--- src/rtl/tmr_pkg.sv ---
package tmr_pkg;
  typedef enum logic [1:0] {
    SRC_SYS   = 2'd0,
    SRC_DIV12 = 2'd1,
    SRC_EXT8  = 2'd2,
    SRC_OFF   = 2'd3
  } src_e;

  typedef struct packed {
    src_e src;
    logic irq_en;
    logic lo_irq_en;
    logic split;
    logic run;
  } ctrl_t;

  localparam logic [2:0] A_CTRL = 3'd0;
  localparam logic [2:0] A_CLO  = 3'd1;
  localparam logic [2:0] A_CHI  = 3'd2;
  localparam logic [2:0] A_RLO  = 3'd3;
  localparam logic [2:0] A_RHI  = 3'd4;
endpackage

--- src/rtl/tmr_tick_gen.sv ---
module tmr_tick_gen
  import tmr_pkg::*;
#(
  parameter int DIV_SLOW    = 12,
  parameter int EXT_DIV     = 8,
  parameter int SYNC_STAGES = 2
) (
  input  logic clk,
  input  logic rst_n,
  input  logic ext_osc,
  input  src_e src,
  output logic tick
);
  localparam int PW = $clog2(DIV_SLOW);
  localparam int EW = $clog2(EXT_DIV);
  localparam logic [PW-1:0] PRE_LAST = PW'(DIV_SLOW - 1);
  localparam logic [EW-1:0] EXT_LAST = EW'(EXT_DIV - 1);

  logic [PW-1:0] pre;
  logic          slow_tick;
  logic [SYNC_STAGES:0] sh;
  logic          rise;
  logic [EW-1:0] ecnt;
  logic          ext_tick;

  assign slow_tick = (pre == PRE_LAST);

  always_ff @(posedge clk or negedge rst_n)
    if (!rst_n) pre <= '0;
    else        pre <= slow_tick ? '0 : pre + 1'b1;

  // Two-stage synchronizer plus one history flop for edge detection.
  always_ff @(posedge clk or negedge rst_n)
    if (!rst_n) sh <= '0;
    else        sh <= {sh[SYNC_STAGES-1:0], ext_osc};

  assign rise     = sh[SYNC_STAGES-1] & ~sh[SYNC_STAGES];
  assign ext_tick = rise && (ecnt == EXT_LAST);

  always_ff @(posedge clk or negedge rst_n)
    if (!rst_n)    ecnt <= '0;
    else if (rise) ecnt <= ext_tick ? '0 : ecnt + 1'b1;

  always_comb
    case (src)
      SRC_SYS:   tick = 1'b1;
      SRC_DIV12: tick = slow_tick;
      SRC_EXT8:  tick = ext_tick;
      default:   tick = 1'b0;
    endcase

  assert_slow_gap_R5: assert property (@(posedge clk) disable iff (!rst_n)
    slow_tick |=> !slow_tick);
  assert_ext_gap_R6: assert property (@(posedge clk) disable iff (!rst_n)
    ext_tick |=> !ext_tick);
endmodule

--- src/rtl/tmr_count_core.sv ---
module tmr_count_core #(
  parameter int HALF = 8
) (
  input  logic            clk,
  input  logic            rst_n,
  input  logic            step,
  input  logic            split,
  input  logic [2*HALF-1:0] rld,
  input  logic            wr_lo,
  input  logic            wr_hi,
  input  logic [HALF-1:0] wdata,
  output logic [2*HALF-1:0] cnt,
  output logic            ovf_lo,
  output logic            ovf_hi
);
  localparam logic [HALF-1:0] TOP = '1;

  logic [HALF-1:0] lo, hi, lo_nx, hi_nx;
  logic lo_max, hi_max, full;

  assign lo_max = (lo == TOP);
  assign hi_max = (hi == TOP);
  assign full   = lo_max && hi_max;

  always_comb begin
    lo_nx = lo;
    hi_nx = hi;
    if (step) begin
      if (split) begin
        lo_nx = lo_max ? rld[HALF-1:0] : lo + 1'b1;
        hi_nx = hi_max ? rld[2*HALF-1:HALF] : hi + 1'b1;
      end else if (full) begin
        lo_nx = rld[HALF-1:0];
        hi_nx = rld[2*HALF-1:HALF];
      end else begin
        lo_nx = lo + 1'b1;
        hi_nx = lo_max ? hi + 1'b1 : hi;
      end
    end
  end

  assign ovf_lo = step && lo_max;
  assign ovf_hi = step && (split ? hi_max : full);

  always_ff @(posedge clk or negedge rst_n)
    if (!rst_n) begin
      lo <= '0;
      hi <= '0;
    end else begin
      lo <= wr_lo ? wdata : lo_nx;
      hi <= wr_hi ? wdata : hi_nx;
    end

  assign cnt = {hi, lo};

  assert_hold_R3: assert property (@(posedge clk) disable iff (!rst_n)
    (!step && !wr_lo && !wr_hi) |=> $stable(cnt));
  assert_reload_R7: assert property (@(posedge clk) disable iff (!rst_n)
    (step && !split && cnt == '1 && !wr_lo && !wr_hi) |=> cnt == $past(rld));
  assert_write_wins_R12: assert property (@(posedge clk) disable iff (!rst_n)
    wr_lo |=> cnt[HALF-1:0] == $past(wdata));
endmodule

--- src/rtl/reload_timer.sv ---
module reload_timer
  import tmr_pkg::*;
#(
  parameter int DIV_SLOW = 12,
  parameter int EXT_DIV  = 8
) (
  input  logic       clk,
  input  logic       rst_n,
  input  logic       ext_osc,
  input  logic [2:0] reg_addr,
  input  logic       reg_wr,
  input  logic [7:0] reg_wdata,
  output logic [7:0] reg_rdata,
  output logic       irq
);
  localparam int HALF = 8;

  ctrl_t            ctrl;
  logic             flag_lo, flag_hi;
  logic [2*HALF-1:0] rld, cnt;
  logic             tick, ovf_lo, ovf_hi;
  logic             wr_ctrl;

  assign wr_ctrl = reg_wr && (reg_addr == A_CTRL);

  always_ff @(posedge clk or negedge rst_n)
    if (!rst_n) begin
      ctrl <= '0;
      rld  <= '0;
    end else if (reg_wr) begin
      case (reg_addr)
        A_CTRL:  ctrl <= ctrl_t'(reg_wdata[5:0]);
        A_RLO:   rld[HALF-1:0] <= reg_wdata;
        A_RHI:   rld[2*HALF-1:HALF] <= reg_wdata;
        default: ;
      endcase
    end

  // A set from an overflow wins over a software clear in the same cycle.
  always_ff @(posedge clk or negedge rst_n)
    if (!rst_n) begin
      flag_lo <= 1'b0;
      flag_hi <= 1'b0;
    end else begin
      flag_lo <= ovf_lo | (flag_lo & ~(wr_ctrl & ~reg_wdata[6]));
      flag_hi <= ovf_hi | (flag_hi & ~(wr_ctrl & ~reg_wdata[7]));
    end

  tmr_tick_gen #(.DIV_SLOW(DIV_SLOW), .EXT_DIV(EXT_DIV), .SYNC_STAGES(2)) u_tick (
    .clk(clk), .rst_n(rst_n), .ext_osc(ext_osc), .src(ctrl.src), .tick(tick)
  );

  tmr_count_core #(.HALF(HALF)) u_core (
    .clk(clk), .rst_n(rst_n), .step(tick && ctrl.run), .split(ctrl.split),
    .rld(rld), .wr_lo(reg_wr && reg_addr == A_CLO),
    .wr_hi(reg_wr && reg_addr == A_CHI), .wdata(reg_wdata),
    .cnt(cnt), .ovf_lo(ovf_lo), .ovf_hi(ovf_hi)
  );

  always_comb
    case (reg_addr)
      A_CTRL:  reg_rdata = {flag_hi, flag_lo, ctrl};
      A_CLO:   reg_rdata = cnt[HALF-1:0];
      A_CHI:   reg_rdata = cnt[2*HALF-1:HALF];
      A_RLO:   reg_rdata = rld[HALF-1:0];
      A_RHI:   reg_rdata = rld[2*HALF-1:HALF];
      default: reg_rdata = '0;
    endcase

  assign irq = ctrl.irq_en & (flag_hi | (ctrl.lo_irq_en & flag_lo));

  assert_irq_src_R11: assert property (@(posedge clk) disable iff (!rst_n)
    irq |-> (flag_hi || flag_lo));
  assert_sticky_R10: assert property (@(posedge clk) disable iff (!rst_n)
    (flag_hi && !(wr_ctrl && !reg_wdata[7])) |=> flag_hi);
  assert_flag_cause_R8: assert property (@(posedge clk) disable iff (!rst_n)
    $rose(flag_hi) |-> $past(ctrl.run));
endmodule

--- config.mk ---
export PLATFORM = sky130hd
export DESIGN_NAME = reload_timer
export DESIGN_NICKNAME = d
export VERILOG_FILES = /design/src/rtl/tmr_pkg.sv /design/src/rtl/tmr_tick_gen.sv /design/src/rtl/tmr_count_core.sv /design/src/rtl/reload_timer.sv
export SDC_FILE = /design/constraint.sdc
export NUM_CORES = 1
export LEC_CHECK = 0
export BUFFER_PORTS_ARGS = -buffer_cell sky130_fd_sc_hd__buf_2
export CAP_MARGIN = 10
export CELL_PAD_IN_SITES_DETAIL_PLACEMENT = 1
export CELL_PAD_IN_SITES_GLOBAL_PLACEMENT = 1
export CORE_AREA = 2 2 88 90
export DETAILED_ROUTE_END_ITERATION = 10
export DIE_AREA = 0 0 90 92
export PLACE_DENSITY = 0.74
export SETUP_SLACK_MARGIN = 0.4
export SLEW_MARGIN = 30
export SYNTH_ARGS = -nofsm -noshare
export SYNTH_HDL_FRONTEND = slang
export SYNTH_SLANG_ARGS = --single-unit
--- constraint.sdc ---
create_clock -name clk -period 2.89 [get_ports clk]
set_clock_uncertainty 0.05 [all_clocks]
set_input_delay 0.289 -clock clk [delete_from_list [all_inputs] [get_ports clk]]
set_output_delay 0.289 -clock clk [all_outputs]
set_load 0.005 [all_outputs]
==> summary.txt <==
Synth
  • Post-synthesis sequential area ratio: 0.438
  • Synthesis-stage register bit count: 50
  • List of most frequent post-synthesis cells: 50 x dfrtp_1, 39 x nand2_1, 21 x nor2_1
  • Syn avg cell area: 9.58 um2
  • Yosys top cell area share: 0.438
  • Synth Instances: 298
  • Syn_nets: 318
  • Yosys top cell by area: dfrtp_1
  • Ys async rst share: 1.00
  • Synth Warn #: 0
  • Post-Syn Area: 2860 um2
  • Yosys cell types: 53
  • Count leader, synth: dfrtp_1
  • Ys flop type: dfrtp_1
  • Synth top area cells: dfrtp_1 44%, mux2_2 7.1%, nand2_1 5.1%
  • Number of synthesized flops with an enable pin: 0

Timing
  • Hold Worst Slack: 0.0221 ns
  • Max_slew headroom: 0.612
  • Worst-margin pin slew: 0.581 ns
  • Final period util: 0.797
  • Setup TNS: 0 ns
  • Setup Viol. Count Final: 0
  • Min Tclk post-route: 2.30 ns
  • Final Hold Viols: 0
  • Peak Freq: 0.434 GHz
  • RSZ-0062 raised after global routing: no
  • Post-route setup slack: 0.586 ns
  • Slew Viols, Final: 0

Pwr
  • Combinational share of power: 0.281
  • Sw Ratio: 0.356
  • Clock power frac: 0.252
  • Sequential power share: 0.467
  • Internal power: 1.54 mW
  • Leak: 1.40 nW
  • Worst vdd ir: 0.222 mV
  • P per Cell Area: 743 nW/um2
  • Net Switching: 0.854 mW

Setup path
  • Startpoint types: flip-flop
  • R2r setup slk: 0.59 ns
  • Crit-path cells: ha_1 > and3_1 > a31oi_1 > nor2_2 > a2111oi_0 > o31ai_1
  • Reg2reg start: u_core.hi[0]$_DFFE_PN0P_
  • Reg2reg end: u_core.lo[2]$_DFFE_PN0P_
  • Crit Path Class: reg -> reg
  • WP data arrival: 2.44 ns
  • WP buf/inv: 0
  • Slowest stage delay, CP: 0.46 ns
  • Worst-path maximum fanout: 7
  • Critical Path Slowest Stage Cell: dfrtp_1
  • Worst r2r path cells: 6
  • Crit-path leading delay family: compound AO/OA/AOI/OAI gates
  • Required time of the critical path: 3.02 ns
  • Crit end category: flip-flop

Global route
  • Number of global-route vias before repair: 2,598
  • Largest net degree at the start of global routing: 30
  • First-pass GRT wire length: 13,400 um
  • Initial antenna violation count: 0
  • Total GRT Usage: 0.206
  • GR Overflow Total: 0

Floorplan
  • Starting Density: 0.383
  • Chip Height: 92 um
  • Horiz. Die Dim: 90 um
  • CORE AREA: 7450 um2
  • Total die area: 8280 um2
  • # rows: 32
  • # IOs: 24

Drt
  • DRC: 0
  • Iter 0 DRT Violations: 102
  • Final ANT Viol Nets: 0
  • DR vias/cell: 5.78
  • Avg WL per Cell: 19.4 um
  • Pre-antenna DRT Iters: 4
  • Vias: 2,445
  • Routed wire length: 8210 um

Place
  • Placed insts: 414
  • Setup WS pre-CTS: 0.510 ns
  • # port buffers: 23
  • Placed cell area: 3080 um2
  • GPL Wtd Cong: 0.908
  • Post-DP HPWL: 5940 um

Worst hold path
  • Worst Min Path Start: ext_osc
  • Hold Path End: u_tick.sh[0]$_DFF_PN0_
  • Worst min-delay path class: in -> reg
  • Hold path depth: 1

Clock network
  • Worst-path clk slew: 0.10 ns
  • Clock Tree Buf Depth: 2
  • Worst-Skew Late Latency: 0.31 ns
  • TritonCTS clock tree: done
  • H-tree depth: 2
  • Post-CTS setup buffers: 0
  • Root buf cell: clkbuf_8
  • CTS sink cnt: 50
  • TritonCTS Buffers: 5

Finish
  • Non-filler cells, final: 423
  • P&R area growth vs syn: 13.1%
  • Final #Nets: 340
  • Antenna diode count: 0
  • Share of cells above drive strength 1: 0.202
  • Final instance area: 3230 um2

Status
  • Status: finished clean

Job
  • Max_cap viols: 0
## flip-flops by register name (all words and copies together), names as in the netlist
signal,count
flag_hi,1
u_tick.pre,4
u_core.hi,8
ctrl,6
u_tick.sh,3
u_tick.ecnt,3
flag_lo,1
u_core.lo,8
rld,16
## area by class of cell
type | instances | area, um2
inverter | 8 | 30.0
multi-input combinational | 227 | 1530
fill | 875 | 4220
clock buffer | 5 | 68.8
sequential | 50 | 1250
clock inverter | 3 | 68.8
timing repair buffer | 28 | 155
tap | 102 | 128
## cells by family after synthesis
kind of cell | after synthesis | share of synthesized area
buffers and inverters | 21 | 0.0285
XOR/XNOR | 3 | 0.00920
multiplexers | 34 | 0.133
flip-flops | 50 | 0.438
AO/OA/AOI/OAI | 78 | 0.184
adder cells (fa/ha/maj) | 5 | 0.0219
AND/OR/NAND/NOR | 107 | 0.185
## worst register-to-register path, delay by kind of cell (launching register included)
family,cells,cell delay (ns)
fa+ha+maj,1,0.27
compound gates,3,0.98
flops,1,0.46
simple gates,2,0.41
## worst max-delay path by stage
stage                                          start                        to  slack [ns]  cells past startpoint
after floorplan           u_tick.ecnt[0]$_DFFE_PN0P_  u_core.lo[0]$_DFFE_PN0P_        0.81                      8
after global placement    u_tick.ecnt[0]$_DFFE_PN0P_  u_core.hi[6]$_DFFE_PN0P_        0.65                      7
after detailed placement  u_tick.ecnt[0]$_DFFE_PN0P_  u_core.hi[6]$_DFFE_PN0P_        0.51                      7
after CTS                 u_tick.ecnt[0]$_DFFE_PN0P_  u_core.hi[6]$_DFFE_PN0P_        0.50                      7
after global routing      u_tick.ecnt[0]$_DFFE_PN0P_  u_core.lo[0]$_DFFE_PN0P_        0.45                      8
final                       u_core.hi[0]$_DFFE_PN0P_  u_core.lo[2]$_DFFE_PN0P_        0.59                      6
## metrics by stage
step	util	power, mW
floorplan	-	1.54
global placement	0.413	1.77
detailed placement	0.413	1.80
CTS	0.433	2.41
global route	0.433	2.55
finish	0.433	2.40
## placed cells by master, fill, tap and decap left out, types with 2 or more instances in the layout
| master | instances |
|---|---|
| and3b_1 | 2 |
| o21ai_0 | 19 |
| o22ai_1 | 10 |
| mux2_2 | 18 |
| a31o_2 | 2 |
| buf_4 | 4 |
| and2_1 | 2 |
| a41oi_1 | 2 |
| buf_2 | 23 |
| nand3_1 | 13 |
| a31oi_1 | 4 |
| inv_1 | 8 |
| nor2_1 | 21 |
| and3_1 | 6 |
| o21ai_2 | 2 |
| nor2b_1 | 3 |
| clkbuf_8 | 5 |
| nand2_1 | 39 |
| dfrtp_1 | 50 |
| or3_1 | 2 |
| o2111ai_1 | 3 |
| nand2b_1 | 4 |
| nand4_1 | 2 |
| a311oi_1 | 2 |
| o31ai_1 | 6 |
| a211oi_1 | 2 |
| mux2i_1 | 14 |
| ha_1 | 5 |
| xor2_1 | 2 |
| nor3_1 | 4 |
| a22oi_1 | 2 |
| a21oi_1 | 15 |
| bufinv_16 | 2 |
| nand3b_1 | 2 |
## what timing repair did
item | CTS | global route
hold buffers | 1 | 0
hold endpoints to repair | 21 | 0
endpoints found under the setup margin | 0 | 2
gates resized for setup | 0 | 1
## power by group through the flow
stage	clock (mW)	sequential [mW]	combinational (mW)
4_1_cts	0.614	1.11	0.678
3_5_place_dp	0	1.13	0.669
6_report	0.605	1.12	0.674
5_1_grt	0.643	1.15	0.757
2_1_floorplan	0	1.03	0.508
3_3_place_gp	0	1.12	0.647
## layer usage
metal | track usage | routed length, um | vias up | part of all wire
met2 | 0.354 | 3970 | 56 | 0.48
met4 | 0.0744 | 192 | 0 | 0.023
li1 | - | - | 1143 | -
met1 | 0.266 | 3780 | 1231 | 0.46
met3 | 0.0263 | 265 | 15 | 0.032
met5 | 0 | 0 | - | 0
(Power assumes the default switching activity.)
